`config.mk`:
```
export PLATFORM = sky130hd
export DESIGN_NAME = nor_cmd_seq
export DESIGN_NICKNAME = d
export VERILOG_FILES = /design/src/rtl/nor_seq_pkg.sv /design/src/rtl/nor_op_decode.sv /design/src/rtl/nor_reply_buf.sv /design/src/rtl/nor_cmd_seq.sv
export SDC_FILE = /design/constraint.sdc
export NUM_CORES = 1
export LEC_CHECK = 0
export ABC_AREA = 1
export CAP_MARGIN = 10
export CORE_ASPECT_RATIO = 2
export CORE_MARGIN = 5
export CORE_UTILIZATION = 40
export CTS_CLUSTER_DIAMETER = 40
export CTS_CLUSTER_SIZE = 10
export DETAILED_ROUTE_END_ITERATION = 6
export SETUP_SLACK_MARGIN = 0.3
export SKIP_CTS_REPAIR_TIMING = 1
export SYNTH_ARGS = -nofsm -noshare
export SYNTH_HDL_FRONTEND = slang
export SYNTH_SLANG_ARGS = --single-unit
```
`constraint.sdc`:
```
create_clock -name clk -period 2.1 [get_ports clk]
set_input_delay 0.42 -clock clk [delete_from_list [all_inputs] [get_ports clk]]
set_output_delay 0.42 -clock clk [all_outputs]
set_load 0.005 [all_outputs]
```
`src/rtl/nor_seq_pkg.sv`:
```
package nor_seq_pkg;
  localparam logic [7:0] OP_READ   = 8'h03;
  localparam logic [7:0] OP_FAST   = 8'h0B;
  localparam logic [7:0] OP_QIO    = 8'hEB;
  localparam logic [7:0] OP_PROG   = 8'h02;
  localparam logic [7:0] OP_SERASE = 8'hD8;
  localparam logic [7:0] OP_BERASE = 8'hC7;
  localparam logic [7:0] OP_WREN   = 8'h06;
  localparam logic [7:0] OP_WRDI   = 8'h04;
  localparam logic [7:0] OP_RDSR   = 8'h05;
  localparam logic [7:0] OP_RDCR   = 8'h15;
  localparam logic [7:0] OP_WRSR   = 8'h01;
  localparam logic [7:0] OP_EN4    = 8'hB7;
  localparam logic [7:0] OP_EX4    = 8'hE9;
  localparam logic [7:0] OP_RDEXT  = 8'hC8;
  localparam logic [7:0] OP_WREXT  = 8'hC5;
  localparam logic [7:0] OP_RDCFG  = 8'h85;
  localparam logic [7:0] OP_WRCFG  = 8'h81;
  localparam logic [7:0] OP_RSTEN  = 8'h66;
  localparam logic [7:0] OP_RST    = 8'h99;
  localparam logic [7:0] OP_RDID   = 8'h9F;
  localparam logic [7:0] OP_QEN    = 8'h35;
  localparam logic [7:0] OP_QDIS   = 8'hF5;

  typedef enum logic [2:0] {S_IDLE, S_COLLECT, S_REPLY, S_READ, S_PROG, S_DONE} seq_state_e;
  typedef enum logic [2:0] {A_NONE, A_READ, A_PROG, A_ERASE, A_WRSR, A_WREXT, A_WRCFG} act_e;
  typedef enum logic [1:0] {K_DONE, K_COLLECT, K_REPLY, K_UNKNOWN} kind_e;
endpackage

```
`src/rtl/nor_op_decode.sv`:
```
module nor_op_decode
  import nor_seq_pkg::*;
#(
  parameter int          CNT_W  = 5,
  parameter logic [23:0] ID_VAL = 24'h000000
) (
  input  logic [7:0]       op,
  input  logic             four_b,
  input  logic             wel,
  input  logic             qe,
  input  logic [7:0]       ext,
  input  logic [7:0]       cfg,
  output kind_e            kind,
  output act_e             act,
  output logic [CNT_W-1:0] need,
  output logic [2:0]       rlen,
  output logic [31:0]      rdata
);
  logic [CNT_W-1:0] alen;
  logic [CNT_W-1:0] dummy;

  assign alen  = four_b ? CNT_W'(4) : CNT_W'(3);
  assign dummy = CNT_W'(cfg[7:4]);

  always_comb begin
    kind  = K_DONE;
    act   = A_NONE;
    need  = '0;
    rlen  = 3'd1;
    rdata = '0;
    case (op)
      OP_READ:   begin kind = K_COLLECT; act = A_READ;  need = alen; end
      OP_PROG:   begin kind = K_COLLECT; act = A_PROG;  need = alen; end
      OP_SERASE: begin kind = K_COLLECT; act = A_ERASE; need = alen; end
      OP_FAST:   begin kind = K_COLLECT; act = A_READ;  need = alen + dummy; end
      OP_QIO:    begin kind = K_COLLECT; act = A_READ;  need = alen + CNT_W'(1) + dummy; end
      OP_WRSR:   if (wel) begin kind = K_COLLECT; act = A_WRSR;  need = CNT_W'(1); end
      OP_WREXT:  if (wel) begin kind = K_COLLECT; act = A_WREXT; need = CNT_W'(1); end
      OP_WRCFG:  if (wel) begin kind = K_COLLECT; act = A_WRCFG; need = CNT_W'(1); end
      OP_RDSR:   begin kind = K_REPLY; rdata[7:0] = {1'b0, qe, 4'b0000, wel, 1'b0}; end
      OP_RDCR:   begin kind = K_REPLY; rdata[7:0] = {cfg[7:6], four_b, cfg[4:0]}; end
      OP_RDEXT:  begin kind = K_REPLY; rdata[7:0] = ext; end
      OP_RDCFG:  begin kind = K_REPLY; rdata[7:0] = cfg; end
      OP_RDID:   begin
        kind  = K_REPLY;
        rlen  = 3'd3;
        rdata = {8'h00, ID_VAL[7:0], ID_VAL[15:8], ID_VAL[23:16]};
      end
      OP_WREN, OP_WRDI, OP_EN4, OP_EX4, OP_BERASE,
      OP_RSTEN, OP_RST, OP_QEN, OP_QDIS: kind = K_DONE;
      default: kind = K_UNKNOWN;
    endcase
  end
endmodule

```
`src/rtl/nor_reply_buf.sv`:
```
module nor_reply_buf #(
  parameter int BYTES = 4,
  localparam int IDX_W = $clog2(BYTES),
  localparam int LEN_W = IDX_W + 1
) (
  input  logic             clk,
  input  logic             rst_n,
  input  logic             load,
  input  logic [LEN_W-1:0] load_len,
  input  logic [8*BYTES-1:0] load_data,
  input  logic             adv,
  output logic [7:0]       out_byte
);
  logic [8*BYTES-1:0] data_q, data_n;
  logic [LEN_W-1:0]   len_q, len_n;
  logic [IDX_W-1:0]   idx_q, idx_n;

  always_comb begin
    data_n = data_q;
    len_n  = len_q;
    idx_n  = idx_q;
    if (load) begin
      data_n = load_data;
      len_n  = load_len;
      idx_n  = '0;
    end else if (adv && ({1'b0, idx_q} + LEN_W'(1) < len_q)) begin
      idx_n = idx_q + IDX_W'(1);
    end
  end

  always_ff @(posedge clk or negedge rst_n) begin
    if (!rst_n) begin
      data_q <= '0;
      len_q  <= '0;
      idx_q  <= '0;
    end else begin
      data_q <= data_n;
      len_q  <= len_n;
      idx_q  <= idx_n;
    end
  end

  assign out_byte = data_q[{idx_q, 3'b000} +: 8];

  // the read index never runs past the loaded reply
  p_idx_bound_r4: assert property (@(posedge clk) disable iff (!rst_n)
    (len_q != '0) |-> ({1'b0, idx_q} < len_q));
endmodule

```
`src/rtl/nor_cmd_seq.sv`:
```
module nor_cmd_seq
  import nor_seq_pkg::*;
#(
  parameter int          ADDR_W  = 26,
  parameter logic [7:0]  CFG_RST = 8'h80,
  parameter logic [23:0] ID_VAL  = 24'hC22539
) (
  input  logic              clk,
  input  logic              rst_n,
  input  logic              rx_valid,
  input  logic [7:0]        rx_byte,
  input  logic              cs_release,
  input  logic              tx_req,
  output logic [7:0]        tx_byte,
  output logic              rd_req,
  output logic              prog_wr,
  output logic              erase_req,
  output logic              erase_all,
  output logic              err_unknown,
  output logic [ADDR_W-1:0] mem_addr,
  output logic [7:0]        prog_data
);
  localparam int CNT_W = $clog2(4 + 1 + 16);

  seq_state_e        st_q, st_n;
  act_e              act_q, act_n;
  logic [CNT_W-1:0]  need_q, need_n, cnt_q, cnt_n;
  logic [31:0]       abuf_q, abuf_n;
  logic [ADDR_W-1:0] cur_q, cur_n, maddr_q, maddr_n, asm_addr;
  logic [7:0]        ext_q, ext_n, cfg_q, cfg_n, pdata_q, pdata_n;
  logic              wel_q, wel_n, rsten_q, rsten_n, qe_q, qe_n, four_q, four_n;
  logic              rd_n, pw_n, er_n, ea_n, err_n;
  logic              rd_q, pw_q, er_q, ea_q, err_q;
  logic              rb_load, rb_adv;
  logic [7:0]        rb_out;
  kind_e             dec_kind;
  act_e              dec_act;
  logic [CNT_W-1:0]  dec_need;
  logic [2:0]        dec_rlen;
  logic [31:0]       dec_rdata;
  logic [CNT_W-1:0]  alen;

  nor_op_decode #(.CNT_W(CNT_W), .ID_VAL(ID_VAL)) u_dec (
    .op(rx_byte), .four_b(four_q), .wel(wel_q), .qe(qe_q), .ext(ext_q), .cfg(cfg_q),
    .kind(dec_kind), .act(dec_act), .need(dec_need), .rlen(dec_rlen), .rdata(dec_rdata)
  );

  nor_reply_buf #(.BYTES(4)) u_rbuf (
    .clk(clk), .rst_n(rst_n), .load(rb_load), .load_len(dec_rlen),
    .load_data(dec_rdata), .adv(rb_adv), .out_byte(rb_out)
  );

  assign alen     = four_q ? CNT_W'(4) : CNT_W'(3);
  assign asm_addr = ADDR_W'(four_q ? abuf_n : {ext_q, abuf_n[23:0]});

  always_comb begin
    st_n = st_q; act_n = act_q; need_n = need_q; cnt_n = cnt_q; abuf_n = abuf_q;
    cur_n = cur_q; ext_n = ext_q; cfg_n = cfg_q; wel_n = wel_q; rsten_n = rsten_q;
    qe_n = qe_q; four_n = four_q; maddr_n = maddr_q; pdata_n = pdata_q;
    rd_n = 1'b0; pw_n = 1'b0; er_n = 1'b0; ea_n = 1'b0; err_n = 1'b0;
    rb_load = 1'b0; rb_adv = 1'b0;
    if (cs_release) begin
      st_n = S_IDLE;
    end else begin
      case (st_q)
        S_IDLE: if (rx_valid) begin
          rsten_n = (rx_byte == OP_RSTEN);
          st_n    = S_DONE;
          case (dec_kind)
            K_COLLECT: begin st_n = S_COLLECT; act_n = dec_act; need_n = dec_need; cnt_n = '0; end
            K_REPLY:   begin st_n = S_REPLY; rb_load = 1'b1; end
            K_UNKNOWN: err_n = 1'b1;
            default: ;
          endcase
          case (rx_byte)
            OP_WREN: wel_n  = 1'b1;
            OP_WRDI: wel_n  = 1'b0;
            OP_EN4:  four_n = 1'b1;
            OP_EX4:  four_n = 1'b0;
            OP_QEN:  qe_n   = 1'b1;
            OP_QDIS: qe_n   = 1'b0;
            OP_BERASE: if (wel_q) begin er_n = 1'b1; ea_n = 1'b1; maddr_n = '0; end
            OP_RST: if (rsten_q) begin
              cur_n = '0; ext_n = '0; four_n = 1'b0; wel_n = 1'b0; qe_n = 1'b0;
              st_n  = S_IDLE;
            end
            default: ;
          endcase
        end
        S_COLLECT: if (rx_valid) begin
          if (cnt_q < alen) abuf_n = {abuf_q[23:0], rx_byte};
          cnt_n = cnt_q + CNT_W'(1);
          if (cnt_q + CNT_W'(1) == need_q) begin
            st_n = S_DONE;
            case (act_q)
              A_READ:  begin st_n = S_READ; cur_n = asm_addr; end
              A_PROG:  begin st_n = S_PROG; cur_n = asm_addr; end
              A_ERASE: begin er_n = 1'b1; maddr_n = asm_addr; end
              A_WRSR:  begin qe_n = rx_byte[6]; wel_n = 1'b0; end
              A_WREXT: ext_n = rx_byte;
              A_WRCFG: cfg_n = rx_byte;
              default: ;
            endcase
          end
        end
        S_REPLY: rb_adv = tx_req;
        S_READ: if (tx_req) begin
          rd_n = 1'b1; maddr_n = cur_q; cur_n = cur_q + ADDR_W'(1);
        end
        S_PROG: if (rx_valid) begin
          pw_n = 1'b1; maddr_n = cur_q; pdata_n = rx_byte; cur_n = cur_q + ADDR_W'(1);
        end
        default: ;
      endcase
    end
  end

  always_ff @(posedge clk or negedge rst_n) begin
    if (!rst_n) begin
      st_q <= S_IDLE; act_q <= A_NONE; need_q <= '0; cnt_q <= '0; abuf_q <= '0;
      cur_q <= '0; ext_q <= '0; cfg_q <= CFG_RST; wel_q <= 1'b0; rsten_q <= 1'b0;
      qe_q <= 1'b0; four_q <= 1'b0; maddr_q <= '0; pdata_q <= '0;
      rd_q <= 1'b0; pw_q <= 1'b0; er_q <= 1'b0; ea_q <= 1'b0; err_q <= 1'b0;
    end else begin
      st_q <= st_n; act_q <= act_n; need_q <= need_n; cnt_q <= cnt_n; abuf_q <= abuf_n;
      cur_q <= cur_n; ext_q <= ext_n; cfg_q <= cfg_n; wel_q <= wel_n; rsten_q <= rsten_n;
      qe_q <= qe_n; four_q <= four_n; maddr_q <= maddr_n; pdata_q <= pdata_n;
      rd_q <= rd_n; pw_q <= pw_n; er_q <= er_n; ea_q <= ea_n; err_q <= err_n;
    end
  end

  assign tx_byte     = (st_q == S_REPLY) ? rb_out : 8'h00;
  assign rd_req      = rd_q;
  assign prog_wr     = pw_q;
  assign erase_req   = er_q;
  assign erase_all   = ea_q;
  assign err_unknown = err_q;
  assign mem_addr    = maddr_q;
  assign prog_data   = pdata_q;

  // chip-select release always lands in idle
  p_cs_idle_r12: assert property (@(posedge clk) disable iff (!rst_n)
    cs_release |=> (st_q == S_IDLE));
  // a whole-array erase only follows a set write-enable latch
  p_bulk_gated_r8: assert property (@(posedge clk) disable iff (!rst_n)
    (erase_req && erase_all) |-> $past(wel_q));
  // the reset arm only rises on the arming opcode
  p_arm_source_r5: assert property (@(posedge clk) disable iff (!rst_n)
    $rose(rsten_q) |-> $past(rx_valid && rx_byte == OP_RSTEN));
  // a completed status write leaves write enable clear
  p_wrsr_clears_wel_r7: assert property (@(posedge clk) disable iff (!rst_n)
    (st_q == S_COLLECT && act_q == A_WRSR && rx_valid && !cs_release &&
     cnt_q + CNT_W'(1) == need_q) |=> !wel_q);
  // unknown opcodes leave the mode flags alone
  p_unknown_keeps_r13: assert property (@(posedge clk) disable iff (!rst_n)
    err_unknown |-> (wel_q == $past(wel_q) && four_q == $past(four_q) &&
                     qe_q == $past(qe_q) && ext_q == $past(ext_q) && cfg_q == $past(cfg_q)));
  // at most one request kind per cycle
  p_one_pulse_r10: assert property (@(posedge clk) disable iff (!rst_n)
    $onehot0({rd_req, prog_wr, erase_req, err_unknown}));
endmodule

```
Word-level counts from Yosys, hierarchy flattened
Index checks and enable logic that the tools add are counted.
- memories kept: 0
- word-level logic and storage cells: 214
- flip-flop bits (word level): 170
- memory bits (read-only): 0
- bits of input ports: 13
- output and inout port bits: 47
- latch bits: 0
- bits in writable memories: 0
- multipliers: 0
- $add $sub $neg: 7
- eq/ne operators: 57
- muxes and demuxes: 98
- shift-type cells: 1
- reductions and logical operators: 26
- div/mod/pow operators: 0
- bitwise operators: 1
- $lt $le $gt $ge: 2
- operators with widths (cell ; count):
    2-to-1 mux 26 bit ; 17
    case mux 26 bit (4 select lines) ; 2
    2-to-1 mux 32 bit ; 4
    equality test 8 bit, second input constant ; 12
    2-to-1 mux 8 bit ; 7
    case mux 8 bit (5 select lines) ; 1
    2-to-1 mux 1 bit ; 36
    variable part select 32 x 6 -> 8 bit ; 1
    2-to-1 mux 3 bit ; 10
    adder 26 x 1 -> 26 bit, second input constant ; 1
    equality test 8 x 3 -> 1 bit, second input constant ; 3
    AND reduction 8 bit ; 3
    != test 2 bit, second input constant ; 10
    case mux 5 bit (4 select lines) ; 1
    AND reduction 10 bit ; 2
    case mux 3 bit (2 select lines) ; 3
    case mux 3 bit (6 select lines) ; 1
    equality test 8 x 2 -> 1 bit, second input constant ; 2
    case mux 8 bit (2 select lines) ; 1
    2-to-1 mux 5 bit ; 3
    AND reduction 5 bit ; 3
    2-to-1 mux 14 bit ; 1
    equality test 3 x 2 -> 1 bit, second input constant ; 4
    equality test 3 bit, second input constant ; 4
    other kinds (37) ; 60

Depth between registers and ports, before layout
- word-level depth: 11
- mapped depth: 17
- mapped depth without buffers: 16

By module
From an unflattened synthesis, not the netlist that was laid out.
- cells, all modules: 1405
- area, all modules: 9910.8 um^2
- modules (own cells, without submodules) (module ; sequential area each (um^2) ; cells each ; area each (um^2) ; instances):
    nor_cmd_seq ; 3179.3 ; 1002 ; 7138.1 ; 1
    nor_reply_buf ; 925.9 ; 216 ; 1751.7 ; 1
    nor_op_decode ; 0.0 ; 187 ; 1021.0 ; 1

Worst setup path before layout
No wires, ideal clock.
- kind: input -> register
- from: in rx_byte[3]
- to: reg need_q[1]
- stages on the path: 15
- slack: -0.284 ns
- data required time: 1.982 ns
- arrival: 2.266 ns
- library setup time: 0.118 ns
- buffers on the path: 1
- path through: inv_2 nand2_1 nor2_1 nand3_1 nand2_1 nor2_1 nand2_1 nor2_1 nor2_1 ha_1 inv_1 nor2_1 inv_1 buf_2 a21o_1
- longest elaborated chain between the ends: 5
- elaborated cells between the ends (all ways): 31
- those cells by class: 23 x eq/ne; 2 x mux; 6 x reduce/logical
- ends and longest elaborated chain (element ; line ; RTL):
    from (decl) ; nor_cmd_seq.sv:11 ; input logic [7:0] rx_byte,
    equality test 8 x 7 -> 1 bit, or another cell as far along ; nor_op_decode.sv:31 ; case (op)
    OR reduction 9 bit, or another cell as far along ; nor_op_decode.sv:31 ;
    case mux 2 bit (4 select lines) ; nor_op_decode.sv:31 ;
    equality test 2 x 1 -> 1 bit ; nor_cmd_seq.sv:69 ; case (dec_kind)
    AND reduction 4 bit (no line) ; -- ;
    to (signal assigned) ; nor_cmd_seq.sv:125 ; st_q <= st_n; act_q <= act_n; need_q <= need_n; cnt_q <= cnt_n; abuf_q <= abuf_n;
    to (decl) ; nor_cmd_seq.sv:27 ; logic [CNT_W-1:0] need_q, need_n, cnt_q, cnt_n;
Several ways; a longest one is shown, not always the timed one.
A chain may end at the register's enable or synchronous reset.

Worst setup path in the final report
- from: reg st_q[2]
- to: out tx_byte[0]
- longest elaborated chain between the ends: 2
- ends and longest elaborated chain (element ; line ; RTL):
    from (decl) ; nor_cmd_seq.sv:25 ; seq_state_e st_q, st_n;
    from (signal assigned) ; nor_cmd_seq.sv:125 ;
    equality test 3 x 2 -> 1 bit ; nor_cmd_seq.sv:132 ; assign tx_byte = (st_q == S_REPLY) ? rb_out : 8'h00;
    2-to-1 mux 8 bit ; nor_cmd_seq.sv:132 ;
    to (decl) ; nor_cmd_seq.sv:14 ; output logic [7:0] tx_byte,
No other way between the ends.

==> flow_summary.yaml <==
floorplanning:
  io_pins: 60
  initial_utilization_pct: 40.46
  die_x_um: 110.1
  row_count: 73
  die_area_sq_um: 23150
  coreArea_sq_um: 19820
  fp.dieH_um: 210.3
timing:
  max_slew_margin_pct: 67.25
  fmax_ghz: 0.4854
  tightest_slew_ns: 0.4912
  period_share_pct: 98.10
  tns_ns: 0
  setup_viol: 0
  maxSlewViolCount: 0
  finClkSkew_ns: 0.01087
  fin_crit_ns: 2.060
  finalHoldViolCount: 0
  rsz0062_at_grt: "true"
final_layout:
  layout-drive-gt1-share_pct: 31.75
  utilization_pct: 58.51
  layout.nets: 1338
  antennaDiodeCount: 0
  syn_to_final_growth_pct: 44.59
  final_cell_mix: "nand2_1, dfrtp_1, buf_4"
  final_common_cell: "nand2_1"
routing:
  wl_per_cell_um: 17.32
  vias_per_cell: 5.146
  dr.pass1.iters: 5
  wl_mm: 27.45
  drt-initial-drc-count: 256
  antenna_left: 0
  vias: 8157
  drc: 0
setup_path:
  startpoint_type: "flop"
  cpPeakStageDelay_ns: 0.43
  critPathKind: "flop to output pin"
  worstSetupEndpointType: "output pin"
  crit_arrival_ns: 1.64
  crit_fanout: 5
  r2r_slack_ns: 0.11
  cp.required_ns: 1.68
  slowest_stage: "dfrtp_1"
  path_cells: "inv_2 > nand3_4 > buf_6 > a31o_4 > inv_2 > buf_6"
global_routing:
  grt_antenna_before_repair: 0
  grt_pass1_wl_mm: 40.49
  grt_max_degree: 51
  grt_pass1_vias: 7953
  track_usage_pct: 23.19
  overflow: 0
synth:
  seq_area_frac_synth_pct: 43.39
  synth_edf_count: 0
  yosys_warnings: 0
  syn_area_per_cell_sq_um: 7.129
  synth_top_area_share_pct: 43.06
  synth_nets: 1153
  ys_async_sr_fraction_pct: 100.0
  synthTopCellsByArea: "dfrtp_1, nand2_1, nand3_1, inv_1, o21ai_0"
  synthFlopType: "dfrtp_1"
  synth.distinct_cells: 44
  syn-cell-area_sq_um: 8020
  synthesis.instances: 1125
  synth.largest_area_cell: "dfrtp_1"
  synth-seq-cells: 139
clock_network:
  cts.sinks: 139
  cts_tree: "done"
  cts_buffers: 17
  clk_latency_ns: 0.43
  clock_path_buffers: 2
  cts_root_buffer: "clkbuf_16"
  cts.htree.levels: 4
  clk_pin_slew_ns: 0.06
place:
  portBuffers: 59
  place_congestion: 0.9781
  dpl.hpwl_mm: 20.21
flow_run:
  drv_cap: 0
power_and_ir_drop:
  irDropWorstVdd_v: 0.0006388
  p_leak_nw: 5.696
  power_density_nw_per_um2: 1105
worst_hold_path:
  hp-class: "input port to flop"
run_status:
  status: "finished, final reports clean"
-- registers in the layout, summed over array words and instances, names as in the netlist --
register and flops:
erase_req 1, need_q 5, u_rbuf.len_q 1, prog_data 8
u_rbuf.data_q 9, act_q 3, st_q 3, u_rbuf.idx_q 2
cur_q 26, wel_q 1, err_unknown 1, cfg_q 8
qe_q 1, rsten_q 1, ext_q 8, prog_wr 1
mem_addr 26, abuf_q 26, four_q 1, cnt_q 5
rd_req 1, erase_all 1
-- worst max-delay path, delay by kind of cell (launching register included) --
kind | cells | cell delay, ns
buffers and inverters | 4 | 0.45
AO/OA/AOI/OAI | 1 | 0.20
AND/OR/NAND/NOR | 1 | 0.14
flip-flops | 1 | 0.43
-- synthesized netlist by cell type (2+ instances only) --
library cell / instances
o21ai_2: 8
dfrtp_1: 138
nor2_2: 4
fa_1: 2
nand3b_1: 2
inv_1: 113
buf_4: 3
o21ai_0: 75
nand3_1: 118
inv_2: 8
a21o_1: 2
buf_2: 13
clkbuf_1: 5
o21ai_1: 6
nand4_1: 11
clkinv_1: 2
nand2_2: 4
or2_2: 2
xnor2_1: 2
a22oi_1: 4
o22ai_1: 6
nand3_2: 4
a211oi_1: 2
nand2_1: 425
buf_6: 7
nor2_1: 75
ha_1: 13
a21oi_1: 23
and2_1: 25
nor3_1: 9
-- routing by layer --
layer | global-route usage, % | part of all wire (%) | vias up
met2 | 44.44 | 58 | 175
met1 | 21.99 | 32 | 3921
met5 | 0 | 0 | -
li1 | - | - | 3977
met3 | 3.095 | 2.6 | 84
met4 | 14.97 | 7.3 | 0
-- power by group --
part / total [mW] / internal, mW / leakage [nW] / switching, mW
sequential: 4.41 / 3.63 / 1.75 / 0.777
clock: 3.12 / 1.93 / 0.287 / 1.19
combinational: 5.28 / 2.31 / 3.66 / 2.97
total: 12.8 / 7.87 / 5.70 / 4.94
-- metrics by stage --
| step | total power, mW | worst slack, ns | cell area [sq um] | std cells | hold slack [ns] |
|---|---|---|---|---|---|
| floorplan | 6.778 | -0.01274 | 8093 | 1125 | 0.1244 |
| global placement | 8.763 | -0.8651 | 9813 | 1531 | 0.4017 |
| detailed placement | 8.844 | -0.9130 | 9813 | 1531 | 0.3926 |
| CTS | 12.00 | -0.4566 | 10420 | 1563 | -0.07300 |
| global route | 13.64 | 0.02130 | 11600 | 1585 | 0.3197 |
| finish | 12.81 | 0.03995 | 11600 | 1585 | 0.3097 |
-- cell type report --
class / instances / area [sq um]
clock inverters: 10 / 140.1
multi-input cells: 834 / 4798
inverters: 123 / 484.2
well taps: 262 / 327.8
fillers: 1801 / 8224
flip-flops and latches: 139 / 3487
clock buffers: 22 / 464.2
repair buffers: 195 / 1894
-- kinds of logic (layout without fill, tap and decap cells) --
group	count (synthesis)	after routing	synth area share [%]
buffers and inverters	152	350	8.112
DFF	139	139	43.39
and+or+nand+nor	683	683	36.21
AOI/OAI and AO/OA	133	133	9.439
xor gates and xnor gates	3	3	0.3277
adders and majority gates	15	15	2.527
-- path summary, 6_finish.rpt --
check,end,from,depth (start not counted)
min in group asynchronous,u_rbuf.len_q[0],rst_n,2
max,tx_byte[0],st_q[2],6
min,ext_q[5],rx_byte[5],3
max in group asynchronous,st_q[1],rst_n,3
max reg2reg,cur_q[15],cnt_q[1],11
min reg2reg,mem_addr[22],mem_addr[22],2
Power figures use the tool's default switching activity.
